`config.mk`:
```
export PLATFORM = sky130hd
export DESIGN_NAME = lcd_i2c_wr_slave
export DESIGN_NICKNAME = d
export VERILOG_FILES = /design/src/rtl/lcd_i2c_pkg.sv /design/src/rtl/i2c_line_sync.sv /design/src/rtl/i2c_byte_rx.sv /design/src/rtl/ctl_byte_parser.sv /design/src/rtl/lcd_i2c_wr_slave.sv
export SDC_FILE = /design/constraint.sdc
export NUM_CORES = 1
export LEC_CHECK = 0
export ABC_AREA = 1
export BUFFER_PORTS_ARGS = -buffer_cell sky130_fd_sc_hd__buf_2
export CORE_MARGIN = 2
export CORE_UTILIZATION = 40
export CTS_BUF_LIST = sky130_fd_sc_hd__clkbuf_4 sky130_fd_sc_hd__clkbuf_8
export DETAILED_ROUTE_END_ITERATION = 10
export PLACE_DENSITY_LB_ADDON = 0.3
export SYNTH_ARGS = -nofsm -noshare
export SYNTH_HDL_FRONTEND = slang
export SYNTH_SLANG_ARGS = --single-unit
```
`constraint.sdc`:
```
create_clock -name clk -period 1.4 [get_ports clk]
set_clock_uncertainty 0.15 [all_clocks]
set_input_delay 0.14 -clock clk [delete_from_list [all_inputs] [get_ports clk]]
set_output_delay 0.14 -clock clk [all_outputs]
set_load 0.005 [all_outputs]
```
`src/rtl/lcd_i2c_pkg.sv`:
```
package lcd_i2c_pkg;
   localparam int BYTE_W = 8;

   typedef enum logic [1:0] {
      PS_CTRL   = 2'd0,
      PS_SINGLE = 2'd1,
      PS_STREAM = 2'd2
   } parse_st_t;
endpackage

```
`src/rtl/i2c_line_sync.sv`:
```
module i2c_line_sync #(
   parameter int SYNC_STAGES = 2
) (
   input  logic clk,
   input  logic rst_n,
   input  logic scl_in,
   input  logic sda_in,
   output logic sda_s,
   output logic scl_rise,
   output logic scl_fall,
   output logic start_det,
   output logic stop_det
);
   logic [SYNC_STAGES-1:0] scl_pipe, sda_pipe;
   logic scl_q, sda_q;
   logic scl_s;

   always_ff @(posedge clk or negedge rst_n) begin
      if (!rst_n) begin
         scl_pipe <= '1;
         sda_pipe <= '1;
         scl_q    <= 1'b1;
         sda_q    <= 1'b1;
      end else begin
         scl_pipe <= {scl_pipe[SYNC_STAGES-2:0], scl_in};
         sda_pipe <= {sda_pipe[SYNC_STAGES-2:0], sda_in};
         scl_q    <= scl_pipe[SYNC_STAGES-1];
         sda_q    <= sda_pipe[SYNC_STAGES-1];
      end
   end

   assign scl_s     = scl_pipe[SYNC_STAGES-1];
   assign sda_s     = sda_pipe[SYNC_STAGES-1];
   assign scl_rise  = scl_s & ~scl_q;
   assign scl_fall  = ~scl_s & scl_q;
   assign start_det = scl_s & scl_q & sda_q & ~sda_s;
   assign stop_det  = scl_s & scl_q & ~sda_q & sda_s;
endmodule

```
`src/rtl/i2c_byte_rx.sv`:
```
module i2c_byte_rx
   import lcd_i2c_pkg::*;
#(
   parameter logic [6:0] SLAVE_ADDR = 7'h3E
) (
   input  logic              clk,
   input  logic              rst_n,
   input  logic              sda_s,
   input  logic              scl_rise,
   input  logic              scl_fall,
   input  logic              start_det,
   input  logic              stop_det,
   output logic              sda_oe,
   output logic              byte_stb,
   output logic [BYTE_W-1:0] byte_val,
   output logic              addressed
);
   localparam int CNT_W = $clog2(BYTE_W + 1);
   localparam logic [CNT_W-1:0] ACK_SLOT  = CNT_W'(BYTE_W);
   localparam logic [CNT_W-1:0] LAST_BIT  = CNT_W'(BYTE_W - 1);
   localparam logic [BYTE_W-1:0] WR_MATCH = {SLAVE_ADDR, 1'b0};

   logic [BYTE_W-1:0] shreg;
   logic [BYTE_W-1:0] next_byte;
   logic [CNT_W-1:0]  cnt;
   logic              first_byte;
   logic              ack_req;
   logic              ack_phase;

   assign next_byte = {shreg[BYTE_W-2:0], sda_s};

   always_ff @(posedge clk or negedge rst_n) begin
      if (!rst_n) begin
         shreg      <= '0;
         cnt        <= '0;
         first_byte <= 1'b0;
         addressed  <= 1'b0;
         ack_req    <= 1'b0;
         ack_phase  <= 1'b0;
         sda_oe     <= 1'b0;
         byte_stb   <= 1'b0;
         byte_val   <= '0;
      end else begin
         byte_stb <= 1'b0;
         if (start_det) begin
            cnt        <= '0;
            first_byte <= 1'b1;
            addressed  <= 1'b0;
            ack_req    <= 1'b0;
            ack_phase  <= 1'b0;
            sda_oe     <= 1'b0;
         end else if (stop_det) begin
            cnt        <= '0;
            first_byte <= 1'b0;
            addressed  <= 1'b0;
            ack_req    <= 1'b0;
            ack_phase  <= 1'b0;
            sda_oe     <= 1'b0;
         end else begin
            if (scl_rise && (cnt < ACK_SLOT) && (first_byte || addressed)) begin
               shreg <= next_byte;
               cnt   <= cnt + 1'b1;
               if (cnt == LAST_BIT) begin
                  if (first_byte) begin
                     first_byte <= 1'b0;
                     addressed  <= (next_byte == WR_MATCH);
                     ack_req    <= (next_byte == WR_MATCH);
                  end else begin
                     byte_stb <= 1'b1;
                     byte_val <= next_byte;
                     ack_req  <= 1'b1;
                  end
               end
            end
            if (scl_fall && (cnt == ACK_SLOT)) begin
               if (!ack_phase) begin
                  ack_phase <= 1'b1;
                  sda_oe    <= ack_req;
               end else begin
                  ack_phase <= 1'b0;
                  sda_oe    <= 1'b0;
                  cnt       <= '0;
               end
            end
         end
      end
   end
endmodule

```
`src/rtl/ctl_byte_parser.sv`:
```
module ctl_byte_parser
   import lcd_i2c_pkg::*;
#(
   parameter int CONT_BIT = 7,
   parameter int SEL_BIT  = 6
) (
   input  logic              clk,
   input  logic              rst_n,
   input  logic              frame_reset,
   input  logic              byte_stb,
   input  logic [BYTE_W-1:0] byte_val,
   output logic              wr_strobe,
   output logic [BYTE_W-1:0] wr_data,
   output logic              wr_rs
);
   parse_st_t st;
   logic      rs_q;

   always_ff @(posedge clk or negedge rst_n) begin
      if (!rst_n) begin
         st        <= PS_CTRL;
         rs_q      <= 1'b0;
         wr_strobe <= 1'b0;
         wr_data   <= '0;
         wr_rs     <= 1'b0;
      end else begin
         wr_strobe <= 1'b0;
         if (frame_reset) begin
            st <= PS_CTRL;
         end else if (byte_stb) begin
            case (st)
               PS_CTRL: begin
                  rs_q <= byte_val[SEL_BIT];
                  st   <= byte_val[CONT_BIT] ? PS_SINGLE : PS_STREAM;
               end
               PS_SINGLE: begin
                  wr_strobe <= 1'b1;
                  wr_data   <= byte_val;
                  wr_rs     <= rs_q;
                  st        <= PS_CTRL;
               end
               PS_STREAM: begin
                  wr_strobe <= 1'b1;
                  wr_data   <= byte_val;
                  wr_rs     <= rs_q;
               end
               default: st <= PS_CTRL;
            endcase
         end
      end
   end
endmodule

```
`src/rtl/lcd_i2c_wr_slave.sv`:
```
module lcd_i2c_wr_slave
   import lcd_i2c_pkg::*;
#(
   parameter logic [6:0] SLAVE_ADDR  = 7'h3E,
   parameter int         SYNC_STAGES = 2,
   parameter int         CONT_BIT    = 7,
   parameter int         SEL_BIT     = 6
) (
   input  logic              clk,
   input  logic              rst_n,
   input  logic              scl_in,
   input  logic              sda_in,
   output logic              sda_oe,
   output logic              wr_strobe,
   output logic [BYTE_W-1:0] wr_data,
   output logic              wr_rs
);
   generate
      if (SYNC_STAGES < 2) begin : g_bad_sync
         $error("SYNC_STAGES must be at least 2");
      end
      if ((CONT_BIT >= BYTE_W) || (SEL_BIT >= BYTE_W) || (CONT_BIT == SEL_BIT)) begin : g_bad_bits
         $error("control bit positions must be distinct and inside the byte");
      end
   endgenerate

   logic              sda_s, scl_rise, scl_fall, start_det, stop_det;
   logic              byte_stb, addressed;
   logic [BYTE_W-1:0] byte_val;

   i2c_line_sync #(.SYNC_STAGES(SYNC_STAGES)) u_sync (
      .clk       (clk),
      .rst_n     (rst_n),
      .scl_in    (scl_in),
      .sda_in    (sda_in),
      .sda_s     (sda_s),
      .scl_rise  (scl_rise),
      .scl_fall  (scl_fall),
      .start_det (start_det),
      .stop_det  (stop_det)
   );

   i2c_byte_rx #(.SLAVE_ADDR(SLAVE_ADDR)) u_rx (
      .clk       (clk),
      .rst_n     (rst_n),
      .sda_s     (sda_s),
      .scl_rise  (scl_rise),
      .scl_fall  (scl_fall),
      .start_det (start_det),
      .stop_det  (stop_det),
      .sda_oe    (sda_oe),
      .byte_stb  (byte_stb),
      .byte_val  (byte_val),
      .addressed (addressed)
   );

   ctl_byte_parser #(.CONT_BIT(CONT_BIT), .SEL_BIT(SEL_BIT)) u_parse (
      .clk         (clk),
      .rst_n       (rst_n),
      .frame_reset (start_det | stop_det),
      .byte_stb    (byte_stb),
      .byte_val    (byte_val),
      .wr_strobe   (wr_strobe),
      .wr_data     (wr_data),
      .wr_rs       (wr_rs)
   );
endmodule

```
Word-level counts from Yosys, hierarchy flattened
Cells that the tools add are included.
- register bits: 44
- input port bits: 4
- output and inout bits: 11
- logic and storage cells: 99
- add/sub/neg operators: 1
- magnitude comparators: 1
- eq/ne operators: 6
- muxes and demuxes: 39
- bitwise gates (word level): 16
- reductions and logical operators: 18
- operator list (kind ; number):
    1-bit 2-to-1 mux ; 30
    4-bit 2-to-1 mux ; 5
    3-bit AND reduction ; 4
    3-bit nonzero test ; 4
    8-bit by 7-bit equality test with 1-bit output, second input constant ; 1
    1-bit NOT ; 8
    1-bit AND ; 7
    2-bit 2-to-1 mux ; 3
    5-bit AND reduction ; 1
    4-bit by 1-bit adder with 4-bit output, second input constant ; 1
    4-bit by 3-bit equality test with 1-bit output, second input constant ; 1
    4-bit equality test, second input constant ; 1
    4-bit < comparator, second input constant ; 1
    2-bit one-hot mux with 2 select lines ; 1
    2-bit AND reduction ; 2
    1-bit logical AND ; 3
    2-bit by 1-bit equality test with 1-bit output, second input constant ; 1
    2-bit equality test, second input constant ; 1
    2-bit zero test ; 1
    2-bit by 1-bit inequality test with 1-bit output, second input constant ; 1
    2-bit nonzero test ; 1
    2-bit OR reduction ; 1
    1-bit logical OR ; 1
    1-bit bitwise OR ; 1

Logic depth before layout (Yosys ltp)
- depth after elaboration: 9
- depth in mapped cells: 9
- depth with buffers taken out: 9

Modules after synthesis
From an unflattened synthesis, not the netlist that was laid out.
- cells, all modules: 218
- area, all modules: 2013.2 sq um
- by module, submodules not included (module ; instances ; cells each ; area each (sq um) ; seq. area each (sq um)):
    i2c_byte_rx ; 1 ; 131 ; 1206.2 ; 625.6
    ctl_byte_parser ; 1 ; 67 ; 596.8 ; 325.3
    i2c_line_sync ; 1 ; 17 ; 198.9 ; 157.7
    lcd_i2c_wr_slave ; 1 ; 3 ; 11.3 ; 0.0

Least setup slack after synthesis
OpenSTA, ideal clock, no wires.
- path type: reg-to-reg
- start point: register u_sync.sda_pipe[1]
- end point: register u_rx.byte_val[0]
- library setup time: 117 ps
- data arrival time: 1147 ps
- required time: 1133 ps
- slack: -14 ps
- stages on the path, launching flop included: 9
- path buffers: 1
- clock period less this slack: 1414 ps
- cells stage by stage: dfstp_2 -> inv_1 -> nand2_2 -> nand2_1 -> nand2_2 -> buf_6 -> nand3_2 -> nand2_1 -> nand2_1
- word-level cells in the longest chain between the ends: 4
- elaborated cells between the ends (all ways): 6
- those cells by class: 5 x bitwise; 1 x reduce/logical
- RTL lines (what ; RTL line ; source):
    from (decl) ; i2c_line_sync.sv:14 ; logic [SYNC_STAGES-1:0] scl_pipe, sda_pipe;
    from (signal assigned) ; i2c_line_sync.sv:26 ; sda_pipe <= {sda_pipe[SYNC_STAGES-2:0], sda_in};
    1-bit NOT ; i2c_line_sync.sv:36 ; assign start_det = scl_s & scl_q & sda_q & ~sda_s;
    1-bit AND ; i2c_line_sync.sv:36 ;
    1-bit NOT (no line) ; -- ;
    5-bit AND reduction (no line) ; -- ;
    to (signal assigned) ; i2c_byte_rx.sv:70 ; byte_val <= next_byte;
    to (decl) ; i2c_byte_rx.sv:15 ; output logic [BYTE_W-1:0] byte_val,
Parallel ways exist; a longest one is shown, timed or not.
A chain may end at the register's enable or synchronous reset.

Worst setup path after layout
- start point: register u_sync.sda_pipe[1]
- end point: register u_rx.byte_val[6]
- word-level cells in the longest chain between the ends: 4
- elaborated cells between the ends (all ways): 6
- those cells by class: 5 x bitwise; 1 x reduce/logical
- RTL lines (what ; RTL line):
    1-bit NOT ; i2c_line_sync.sv:36
    1-bit AND ; i2c_line_sync.sv:36
    1-bit NOT (no line) ; --
    5-bit AND reduction (no line) (*) ; --
Every way passes the cells marked *; elsewhere a longest branch is shown, timed or not.

==> results.yml <==
synth:
  synthCells: 208
  synth_fp_nets: 216
  ys_seq_area_share_pct: 58.3
  yosys.cell_types.count: 27
  ys_ff_latch: 44
  avgSynthCellArea_um2: 9.14
  synth_area_mm2: 0.00190
  ys_warn_count: 0
cts:
  clkSinkCount: 44
  cts-root-buf: "clkbuf_8"
  cts.clk_slew.worst_paths_ps: 90
  clock_latency_ps: 300
  cts_tree: "done"
  htree_levels: 2
  cts_made_buffers: 5
  ctsLongestPathBuffers: 2
placed_design:
  place_congestion: 0.723
  place_inst: 292
  port_buffers: 14
  place_hpwl_mm: 2.35
  pre_cts_ws_ps: -110
floorplanning:
  floorplan.initialDensity_pct: 40.8
  die_x_um: 72.9
  rows: 25
  io_pins: 15
  die_y_um: 72.9
  fp.coreArea_mm2: 0.00466
  fp.dieArea_mm2: 0.00532
timing:
  rsz0062_at_grt: "true"
  hold_violations: 0
  max_slew_margin_pct: 84.1
  setup_viol: 30
  period_needed_ps: 1480
  fmax_ghz: 0.674
  slew_viol_final: 0
  final.setup.tns_ps: -1430
  worst_pin_slew_ps: 239
  finalWorstSetupSlack_ps: -83.3
  period_share_pct: 106
grt:
  grtUsageTotal_pct: 15.3
  overflow: 0
  grt_pass1_wl_mm: 6.27
  grt_pass1_vias: 1437
  grt_start_max_net_pins: 45
  antenna_found_initial: 0
finish:
  fin_nets: 263
  area_growth_pct: 32.4
  final_common_cell: "nand2_1"
  final_cell_mix: "nand2_1, dfrtp_1, buf_4"
  num_antenna_cells: 0
  layout.cells.non_filler: 310
  drive_gt1_share_pct: 37.5
route:
  viasPerCell: 4.59
  postRouteAntennaNets: 0
  drc: 0
  vias: 1424
  first_iter_violations: 73
  routedWlPerCell_um: 11.5
  routed_wl_mm: 3.56
  dr.pass1.iters: 4
worst_setup_path:
  reg2reg_depth: 9
  r2r_end: "u_rx.byte_val[6]$_DFFE_PN0P_"
  crit_required_ps: 1490
  r2r_slack_ps: -80
  endpoint_kind: "register"
  cp_max_fo: 6
  worstSetupStartpointType: "register"
  arrival_ps: 1570
  r2r_start: "u_sync.sda_pipe[1]$_DFF_PN1_"
  crit_type: "reg2reg"
power_and_ir_drop:
  power_density_mw_per_mm2: 1160
  power.leakage_nw: 1.34
  ir_worst_vdd_mv: 0.645
status:
  status: "finished, violations left"
  violations: "setup timing"
min_path:
  hold_path.class: "in2async"
job:
  maxCapViolCount: 0
critical path, cell delays in order, from the launching register on:
cell     delay, ps
dfstp_2        560
inv_2           40
nand2_2         60
nand2_2         60
nand2_4         90
buf_12         130
nand2_8         70
nor2_4         140
nand2_1         70
nand2_1         50
state kept, by name, summed over array words and instances, names as in the netlist, 2 cells and up:
register,cells
u_sync.scl_pipe,2
u_rx.byte_val,8
u_rx.shreg,7
u_sync.sda_pipe,2
u_parse.st,2
u_parse.wr_data,8
u_rx.cnt,4
cell usage after synthesis:
library cell	count	area share, %
nand2_1	84	17
dfrtp_1	38	50
inv_1	20	3.9
nor2_1	14	2.8
nand3_1	7	1.8
dfstp_2	6	8.3
nand2_2	5	1.6
ha_1	4	2.6
o21ai_0	4	1.1
a21oi_1	3	0.79
inv_2	2	0.40
nand3_2	2	1.1
nand3_4	2	1.8
nand4_1	2	0.66
nor3_1	2	0.53
o21ai_1	2	0.53
a21boi_0	1	0.40
buf_2	1	0.26
buf_4	1	0.40
buf_6	1	0.59
nand2_4	1	0.59
nor2_2	1	0.33
nor2_4	1	0.59
nor2_8	1	1.1
o21bai_1	1	0.40
o22ai_1	1	0.33
xor2_1	1	0.46
stage by stage:
stage	instance area (um2)	utilization [%]	hold slack, ps	power, mW
floorplan	1910	-	-306	1.81
global placement	2200	47.2	-14.1	2.01
detailed placement	2200	47.2	-16.7	2.02
CTS	2440	52.3	196	2.90
global route	2520	54.0	211	3.11
finish	2520	54.0	186	2.92
what timing repair did:
action / CTS / global route
endpoints found under the setup margin: 28 / 37
buffers inserted: 2 / 3
gates cloned: 2 / 0
pin swaps: 14 / 12
resized for setup: 19 / 21
hold buffers: 3 / 0
endpoints found under the hold margin: 46 / 0
worst max-delay path by stage:
stage	to	slack, ps	from	cells past startpoint
after floorplan	u_rx.byte_val[0]$_DFFE_PN0P_	-1	u_sync.sda_pipe[1]$_DFF_PN1_	9
after global placement	u_rx.byte_val[0]$_DFFE_PN0P_	-110	u_sync.sda_pipe[1]$_DFF_PN1_	9
after detailed placement	u_rx.byte_val[2]$_DFFE_PN0P_	-110	u_sync.sda_pipe[1]$_DFF_PN1_	9
after CTS	u_rx.byte_val[2]$_DFFE_PN0P_	-110	u_sync.sda_pipe[1]$_DFF_PN1_	9
after global routing	u_rx.byte_val[4]$_DFFE_PN0P_	-160	u_sync.sda_pipe[1]$_DFF_PN1_	9
final	u_rx.byte_val[6]$_DFFE_PN0P_	-80	u_sync.sda_pipe[1]$_DFF_PN1_	9
area by class of cell:
type | instances | area [um2]
well taps | 54 | 67.6
clock inverters | 3 | 18.8
flip-flops and latches | 44 | 1110
inverters | 22 | 82.6
clock buffers | 5 | 68.8
multi-input cells | 140 | 810
repair buffers | 42 | 360
fillers | 429 | 2140
power by group:
part	leakage, nW	internal (mW)	switching, mW	total (mW)
registers	0.580	1.42	0.160	1.58
logic	0.712	0.266	0.295	0.561
clock network	0.0479	0.348	0.438	0.785
logic make-up (layout without fill, tap and decap cells):
group | Yosys count | in the layout | share of synthesized area, %
compound gates | 12 | 12 | 3.49
xor+xnor | 1 | 1 | 0.461
fa+ha+maj | 4 | 4 | 2.63
buf+inv | 25 | 72 | 5.60
flops | 44 | 44 | 58.3
simple gates | 122 | 123 | 29.5
routing by layer:
layer  vias up  wire [um]  share of wire, %  track usage (%)
met3         2        109               3.1             3.73
met4         0         12              0.34             4.94
li1        735          -                 -                -
met1       664       1670                47             19.2
met2        23       1770                50             26.1
met5         -          0                 0                0
No activity file was read; power rests on OpenSTA's default activity.
